===== config.mk =====
export PLATFORM = sky130hd
export DESIGN_NAME = acc4_core
export DESIGN_NICKNAME = d
export VERILOG_FILES = /design/src/rtl/acc4_pkg.sv /design/src/rtl/acc4_progmem.sv /design/src/rtl/acc4_decode.sv /design/src/rtl/acc4_datapath.sv /design/src/rtl/acc4_core.sv
export SDC_FILE = /design/constraint.sdc
export NUM_CORES = 1
export LEC_CHECK = 0
export BUFFER_PORTS_ARGS = -buffer_cell sky130_fd_sc_hd__buf_2
export CORE_MARGIN = 1.5
export CORE_UTILIZATION = 67
export DETAILED_ROUTE_END_ITERATION = 12
export GPL_ROUTABILITY_DRIVEN = 0
export PLACE_DENSITY = 0.85
export SYNTH_ARGS = -nofsm -noshare
export SYNTH_HDL_FRONTEND = slang
export SYNTH_HIERARCHICAL = 1
export SYNTH_SLANG_ARGS = --single-unit

===== constraint.sdc =====
create_clock -name clk -period 9.8 [get_ports clk]
set_input_delay 1.47 -clock clk [delete_from_list [all_inputs] [get_ports clk]]
set_output_delay 1.47 -clock clk [all_outputs]
set_load 0.02 [all_outputs]

===== src/rtl/acc4_pkg.sv =====
package acc4_pkg;
  localparam int DW   = 4;
  localparam int IW   = 8;
  localparam int OPW  = 3;
  localparam int NREG = 2;
  localparam int RSW  = $clog2(NREG);

  typedef enum logic [OPW-1:0] {
    OP_ADD  = 3'b000,
    OP_OUT  = 3'b001,
    OP_LOAD = 3'b010,
    OP_SUB  = 3'b011,
    OP_AND  = 3'b100,
    OP_NOP  = 3'b101,
    OP_CLR  = 3'b110,
    OP_SAVE = 3'b111
  } op_e;

  // Arithmetic unit: x is the operand, y is the accumulator.
  function automatic logic [DW-1:0] alu_eval(input logic [OPW-1:0] fn,
                                             input logic [DW-1:0] x,
                                             input logic [DW-1:0] y);
    case (fn)
      3'b000:  return x + y;
      3'b001:  return x - y;
      3'b010:  return x;
      3'b011:  return y - x;
      3'b100:  return x & y;
      default: return '0;
    endcase
  endfunction

  function automatic logic op_writes_acc(input op_e op);
    return (op == OP_ADD) || (op == OP_LOAD) || (op == OP_SUB) ||
           (op == OP_AND) || (op == OP_CLR);
  endfunction
endpackage


===== src/rtl/acc4_progmem.sv =====
module acc4_progmem
  import acc4_pkg::*;
#(
  parameter int AW = 5
) (
  input  logic          clk,
  input  logic          we,
  input  logic [AW-1:0] waddr,
  input  logic [IW-1:0] wdata,
  input  logic [AW-1:0] raddr,
  output logic [IW-1:0] rdata
);
  localparam int DEPTH = 1 << AW;

  logic [IW-1:0] mem_q [DEPTH];

  always_ff @(posedge clk) begin
    if (we) mem_q[waddr] <= wdata;
  end

  assign rdata = mem_q[raddr];
endmodule


===== src/rtl/acc4_decode.sv =====
module acc4_decode
  import acc4_pkg::*;
(
  input  logic [IW-1:0]  instr,
  output op_e            op,
  output logic           use_reg,
  output logic [RSW-1:0] reg_idx,
  output logic [DW-1:0]  imm,
  output logic           acc_we,
  output logic           out_we,
  output logic [NREG-1:0] save_we
);
  assign op      = op_e'(instr[IW-1 -: OPW]);
  assign use_reg = instr[DW];
  assign reg_idx = instr[RSW-1:0];
  assign imm     = instr[DW-1:0];
  assign acc_we  = op_writes_acc(op);
  assign out_we  = (op == OP_OUT);

  for (genvar i = 0; i < NREG; i++) begin : g_save
    assign save_we[i] = (op == OP_SAVE) && (reg_idx == RSW'(i));
  end
endmodule


===== src/rtl/acc4_datapath.sv =====
module acc4_datapath
  import acc4_pkg::*;
(
  input  logic            clk,
  input  logic            rst_n,
  input  op_e             op,
  input  logic            use_reg,
  input  logic [RSW-1:0]  reg_idx,
  input  logic [DW-1:0]   imm,
  input  logic            acc_we,
  input  logic            out_we,
  input  logic [NREG-1:0] save_we,
  output logic [DW-1:0]   acc,
  output logic [DW-1:0]   leds
);
  logic [DW-1:0] acc_q, led_q;
  logic [DW-1:0] scr_q [NREG];
  logic [DW-1:0] operand, alu_res;

  assign operand = use_reg ? scr_q[reg_idx] : imm;
  assign alu_res = alu_eval(op, operand, acc_q);

  always_ff @(posedge clk or negedge rst_n) begin
    if (!rst_n)      acc_q <= '0;
    else if (acc_we) acc_q <= alu_res;
  end

  always_ff @(posedge clk or negedge rst_n) begin
    if (!rst_n)      led_q <= '0;
    else if (out_we) led_q <= acc_q;
  end

  for (genvar i = 0; i < NREG; i++) begin : g_scr
    always_ff @(posedge clk or negedge rst_n) begin
      if (!rst_n)          scr_q[i] <= '0;
      else if (save_we[i]) scr_q[i] <= acc_q;
    end


    save_copy_chk: assert property (@(posedge clk) disable iff (!rst_n)
      save_we[i] |=> scr_q[i] == $past(acc_q));


    scr_hold_chk: assert property (@(posedge clk) disable iff (!rst_n)
      (op != OP_SAVE) |=> $stable(scr_q[i]));
  end

  assign acc  = acc_q;
  assign leds = led_q;


  out_keeps_acc_chk: assert property (@(posedge clk) disable iff (!rst_n)
    (op == OP_OUT) |=> $stable(acc_q) && (led_q == $past(acc_q)));


  led_hold_chk: assert property (@(posedge clk) disable iff (!rst_n)
    (op != OP_OUT) |=> $stable(led_q));


  clr_zero_chk: assert property (@(posedge clk) disable iff (!rst_n)
    (op == OP_CLR) |=> acc_q == '0);


  save_keeps_acc_chk: assert property (@(posedge clk) disable iff (!rst_n)
    (op == OP_SAVE) |=> $stable(acc_q));
endmodule


===== src/rtl/acc4_core.sv =====
module acc4_core
  import acc4_pkg::*;
#(
  parameter int AW = 5
) (
  input  logic          clk,
  input  logic          rst_n,
  input  logic          prog_we,
  input  logic [AW-1:0] prog_waddr,
  input  logic [IW-1:0] prog_wdata,
  output logic [DW-1:0] leds,
  output logic [DW-1:0] acc_val,
  output logic [AW-1:0] pc_val
);
  logic [AW-1:0]   pc_q;
  logic            run_q;
  logic [IW-1:0]   instr;
  op_e             op;
  logic            use_reg, acc_we, out_we;
  logic [RSW-1:0]  reg_idx;
  logic [DW-1:0]   imm;
  logic [NREG-1:0] save_we;

  always_ff @(posedge clk or negedge rst_n) begin
    if (!rst_n) begin
      pc_q  <= '0;
      run_q <= 1'b0;
    end else begin
      pc_q  <= pc_q + 1'b1;
      run_q <= 1'b1;
    end
  end

  acc4_progmem #(.AW(AW)) u_mem (
    .clk(clk), .we(prog_we), .waddr(prog_waddr), .wdata(prog_wdata),
    .raddr(pc_q), .rdata(instr)
  );

  acc4_decode u_dec (
    .instr(instr), .op(op), .use_reg(use_reg), .reg_idx(reg_idx),
    .imm(imm), .acc_we(acc_we), .out_we(out_we), .save_we(save_we)
  );

  acc4_datapath u_dp (
    .clk(clk), .rst_n(rst_n), .op(op), .use_reg(use_reg), .reg_idx(reg_idx),
    .imm(imm), .acc_we(acc_we), .out_we(out_we), .save_we(save_we),
    .acc(acc_val), .leds(leds)
  );

  assign pc_val = pc_q;


  pc_step_chk: assert property (@(posedge clk) disable iff (!rst_n)
    run_q |-> pc_q == AW'($past(pc_q) + 1'b1));


  nop_quiet_chk: assert property (@(posedge clk) disable iff (!rst_n)
    (op == OP_NOP) |=> $stable(acc_val) && $stable(leds));
endmodule


==> reports/metrics.cfg, run 1 <==
[cells_and_area]
syn2layout_area_growth_pct=10.1
multi_input_area_mm2=0.00290
fillCellCount=875
insertedDiodeCount=0
layout_common_cells=256 x edfxtp_1, 80 x mux4_2, 40 x nor2_1, 28 x buf_2, 27 x clkbuf_16
final_nets=607
final_util_pct=75.5
layout_commonest_cell=edfxtp_1
drive_gt1_share_pct=30.5
final_area_mm2=0.0125
seq_area_mm2=0.00822

[power_and_ir_drop]
power_mw=2.45
p_leak_nw=4.16
cellPowerDensity_mw_per_mm2=196
ir_drop_uv=157

[routing]
dr.pass1.iters=5
wirelength_mm=24.6
wl_per_cell_um=30.1
drcViolationCount=0
viasPerCell=6.97
drtIter0Drc=672
vias=5692
final_antenna_net_count=0

[logic_synthesis]
syn-cell-area_mm2=0.0114
ys_types=43
synth_top_area_share_pct=67.6
ys_seq_area_share_pct=72.2
synth_edf_count=256
synthArstFlopShare_pct=7.58
yosys.area.top_type=edfxtp_1
syn_nets=579
ys.warnings.count=6
synth_area_leaders=edfxtp_1 68%, mux4_2 16%, dfrtp_1 4.6%, mux2_2 2.2%, ha_1 1.3%
yosys_most_used_dff=edfxtp_1
avgSynthCellArea_um2=20.7
ys_seq_elements=277
synthCells=549

[timing]
setup-violations-final=0
worst_slew_pin_slew_ns=1.03
max_slew_margin_pct=30.8
finalCritPeriodShare_pct=56.8
period_needed_ns=5.57
maxSlewViolCount=0
rsz0062_at_grt=false
final.setup.tns_ns=0
hold_viol=0
max_freq_mhz=180
finClkSkew_ns=0.00756

[worst_setup_path]
end_kind=flip-flop
r2r_end=u_dp/acc[3]
crit_slowest_cell=dfrtp_4
cp_data_required_time_ns=10.19
reg2reg_setup_slack_ns=4.23
cpPeakStageDelay_ns=0.85
crit_cells=16
startpoint_type=flip-flop
arrival_ns=5.96
setup.worst_path.end=u_dp/acc[3]
cp_num_buf_inv=2
cpLargestDelayFamily=multiplexers
cp_max_fo=35
path_cells=buf_4 > mux4_2 > mux4_2 > mux2_2 > mux2_2 > mux2i_1 > ha_1 > nand2_1 > o21ai_0 > inv_1 > ha_1 > and3b_1 > a211oi_1 > xnor3_1 > xnor2_1 > o2111ai_1
r2r_start=pc_val[0]
startpoint=pc_val[0]
r2r_cells=16
path_class=reg2reg

[floorplan]
rows=47
die_h_um=133
io_pins=29
dieArea_mm2=0.0178
start_util_pct=68.6
coreArea_mm2=0.0166
die-width_um=133

[clock_network]
cts_tree=built
cts_buffer_depth=3
cts_sinks=277
post_cts_buffers=0
cts_hold_buf=0
insertion_delay_ns=0.53
cts_resized=0
htreeDepth=1
clkTransAtPathRegs_ns=0.06
cts_inserted_buffers=27
cts-root-buf=clkbuf_16

[outcome]
status=finished, final reports clean

[global_routing]
grt_pass1_wl_mm=36.7
grt_antenna_before_repair=0
grtUsageTotal_pct=29.0
grt_overflow_total=0
grt_pass1_vias=5664
grt_max_degree=47

[worst_hold_path]
worstHoldPathCells=1
hold_class=reg2reg

[placement]
dpl-instance-area_mm2=0.0116
dp_hpwl_mm=14.2
io_buffers=28

[job]
cap_violations=0

## state kept, by name, summed over array words and instances, names as in the netlist
register	cells
pc_val	5
u_mem/mem_q	256
u_dp/leds	4
u_dp/acc	4
u_dp/scr_q	8
## cell type report
| class | instances | area share, % |
|---|---|---|
| multi-input combinational | 224 | 23.2 |
| clock inverter | 19 | 1.76 |
| timing repair buffer | 32 | 1.36 |
| tap | 220 | 2.20 |
| inverter | 15 | 0.449 |
| sequential | 277 | 65.6 |
| clock buffer | 30 | 5.48 |
## through the flow
| stage | hold slack (ns) | std cells | setup WS (ns) |
|---|---|---|---|
| finish | 0.505 | 817 | 4.23 |
| global route | 0.526 | 817 | 3.84 |
| CTS | 0.505 | 817 | 4.18 |
| global placement | 0.485 | 768 | 4.33 |
| detailed placement | 0.491 | 768 | 4.23 |
| floorplan | 0.475 | 549 | 5.12 |
## worst min path at each step
stage             startpoint       endpoint
2_1_floorplan  u_dp/scr_q[0]  u_dp/scr_q[0]
3_3_place_gp   u_dp/scr_q[0]  u_dp/scr_q[0]
3_5_place_dp    u_dp/leds[0]   u_dp/leds[0]
4_1_cts         u_dp/leds[0]   u_dp/leds[0]
5_1_grt         u_dp/leds[0]   u_dp/leds[0]
6_report        u_dp/leds[0]   u_dp/leds[0]
## cells in the mapped netlist (all sizes together), types with 3 or more instances
cell    count
buf        26
inv        15
xnor2       4
nor3b       3
mux2       23
clkbuf      7
ha         12
mux2i       4
mux4       80
xor2        3
nand3       8
o21ai       5
nand2       5
edfxtp    256
nor2       40
or3b        3
dfrtp      21
nand3b      6
## worst register-to-register path, stage by stage, from the launching register on
cell and delay [ns]:
dfrtp_4 0.85, buf_4 0.69, mux4_2 0.65, mux4_2 0.49, mux2_2 0.35, mux2_2 0.30, mux2i_1 0.30, ha_1 0.30
nand2_1 0.06, o21ai_0 0.14, inv_1 0.11, ha_1 0.22, and3b_1 0.17, a211oi_1 0.24, xnor3_1 0.27, xnor2_1 0.18
o2111ai_1 0.12
## metal layers
layer	GRT usage, %	routed length [um]
met1	41.8	9350
met2	49.1	12700
met3	3.84	2030
met4	6.16	500
met5	0	0
## cell families (layout without fill, tap and decap cells)
| family | count (synthesis) | count (layout) | share of synthesized area [%] |
|---|---|---|---|
| AOI/OAI and AO/OA | 23 | 23 | 1.40 |
| xor gates and xnor gates | 8 | 8 | 0.737 |
| adders and majority gates | 14 | 14 | 1.67 |
| buffers and inverters | 48 | 96 | 2.29 |
| DFF | 277 | 277 | 72.2 |
| muxes | 107 | 107 | 18.6 |
| and+or+nand+nor | 72 | 72 | 3.08 |
## report_power, final
group          internal, mW  switching [mW]
combinational        0.0257          0.0480
clock                 0.635           0.422
sequential             1.31         0.00901
total                  1.97           0.479
Note: power is estimated with default switching activity, not from simulation.
==> run 2: changes to the inputs <==
CORE_UTILIZATION = 62   (was 67)
PLACE_DENSITY = 0.79   (was 0.85)
clock period = 5.33 ns   (was 9.8 ns; I/O delays follow)
==> run 2 against run 1 <==
Critical path depth shrank 2. Wire length down 4.1%. Global-route usage down 3.5 points. Utilization decreased by 5.6 points. Power rose by 81%. Count of clock-buffer cells in the layout rose by 7. Clock skew increased by 0.0048 ns. Design area is 0.25% higher. Via count shrank 1.4%.
==> reports/metrics.cfg, run 2 (synthesis gave the netlist of run 1 again) <==
[outcome]
status=finished, final reports clean

[cells_and_area]
layout_commonest_cell=edfxtp_1
final_area_mm2=0.0126
insertedDiodeCount=0
largest_register_ffs=256
final_nets=612
fin_cells=832
layout_common_cells=256 x edfxtp_1, 80 x mux4_2, 40 x nor2_1, 28 x buf_2, 27 x clkbuf_16
largest_register=u_mem/mem_q
drive_gt1_share_pct=30.3
syn2layout_area_growth_pct=10.4

[routing]
final_antenna_net_count=0
wl_per_cell_um=28.3
wirelength_mm=23.6
dr.pass1.iters=5
drcViolationCount=0
viasPerCell=6.75
vias=5612
drtIter0Drc=549

[power_and_ir_drop]
ir_drop_uv=329
power_mw=4.44
p_leak_nw=4.17
cellPowerDensity_mw_per_mm2=354

[global_routing]
grtUsageTotal_pct=25.5
use_met2_pct=41.9
grt_max_degree=33
grt_pass1_vias=5730
grt_pass1_wl_mm=36.3
grtUsageMet3_pct=3.33
grt_antenna_before_repair=1
grt_most_used_layer=met2
grt_overflow_total=0
use_met1_pct=37.3

[timing]
timing.hold.ws_ns=0.253
maxSlewViolCount=0
final.setup.tns_ns=0
rsz0062_at_grt=false
period_needed_ns=4.81
finalCritPeriodShare_pct=90.2
max_slew_margin_pct=32.6
setup-violations-final=0
finClkSkew_ns=0.0123
hold_viol=0
max_freq_mhz=208
worst_slew_pin_slew_ns=1.01

[placement]
dpl-instance-area_mm2=0.0117
place_inst=782
io_buffers=28
dp_hpwl_mm=14.7

[worst_setup_path]
end_kind=flip-flop
path_cells=buf_4 > buf_4 > mux4_2 > mux4_2 > mux2_2 > and2b_1 > a21oi_1 > xor2_1 > ha_1 > and3b_1 > a211oi_1 > xnor3_1 > xnor2_1 > o2111ai_1
startpoint_type=flip-flop
cp_max_fo=24
arrival_ns=5.21
crit_slowest_cell=dfrtp_4
path_class=reg2reg
cpPeakStageDelay_ns=0.74
cp_data_required_time_ns=5.73

[floorplan]
io_pins=29
rows=49
die-width_um=138
die_h_um=138
start_util_pct=63.3
dieArea_mm2=0.0192
coreArea_mm2=0.0180

[clock_network]
cts_inserted_buffers=27
post_cts_buffers=0
htreeDepth=1
cts-root-buf=clkbuf_16
insertion_delay_ns=0.53
cts_sinks=277
cts_tree=built
cts_resized=0
cts_buffer_depth=3
clkTransAtPathRegs_ns=0.06
cts_hold_buf=0

[worst_hold_path]
hold_class=in2async

[job]
cap_violations=0

run 2: worst paths after layout:
| path | startpoint | end | slack [ns] | depth (start not counted) |
|---|---|---|---|---|
| worst max-delay path | pc_val[0] | u_dp/acc[3] | 0.52 | 14 |
| worst min-delay path | rst_n | u_dp/leds[2] | 0.25 | 1 |
| worst max register to register | pc_val[0] | u_dp/acc[3] | 0.52 | 14 |
| worst min register to register | u_dp/scr_q[5] | u_dp/scr_q[5] | 0.50 | 1 |
| max in group asynchronous | rst_n | pc_val[0] | 4.65 | 1 |
| min in group clk | u_dp/scr_q[5] | u_dp/scr_q[5] | 0.50 | 1 |
run 2: final cells by class:
cell class	instances	area [um^2]
Clock inverter	13	144
Sequential cell	277	8220
Tap cell	229	287
Fill cell	1059	5410
Multi-Input combinational cell	224	2900
Timing Repair Buffer	37	220
Clock buffer	37	733
Inverter	15	56.3
run 2: power breakdown:
part           switching, mW  internal, mW
clock                  0.777          1.11
sequential            0.0146          2.41
combinational         0.0892        0.0474
run 2: routing by layer:
metal | vias to the layer above | routed length, um | part of all wire (%)
met3 | 49 | 1700 | 7.2
met2 | 282 | 11800 | 50
met4 | 0 | 518 | 2.2
li1 | 2301 | - | -
met1 | 2980 | 9490 | 40
met5 | - | 0 | 0
run 2: critical path: cells and delay by family, from the launching register on:
| family | cells | cell delay, ns |
|---|---|---|
| simple gates | 2 | 0.44 |
| xor+xnor | 3 | 0.64 |
| flops | 1 | 0.74 |
| mux | 3 | 1.39 |
| compound gates | 3 | 0.57 |
| fa+ha+maj | 1 | 0.30 |
| buf+inv | 2 | 0.58 |
run 2: stage by stage:
step,util (%),setup slack [ns]
floorplan,-,0.647
global placement,65.0,0.648
detailed placement,65.0,0.539
CTS,69.9,0.513
global route,69.9,0.240
finish,69.9,0.524
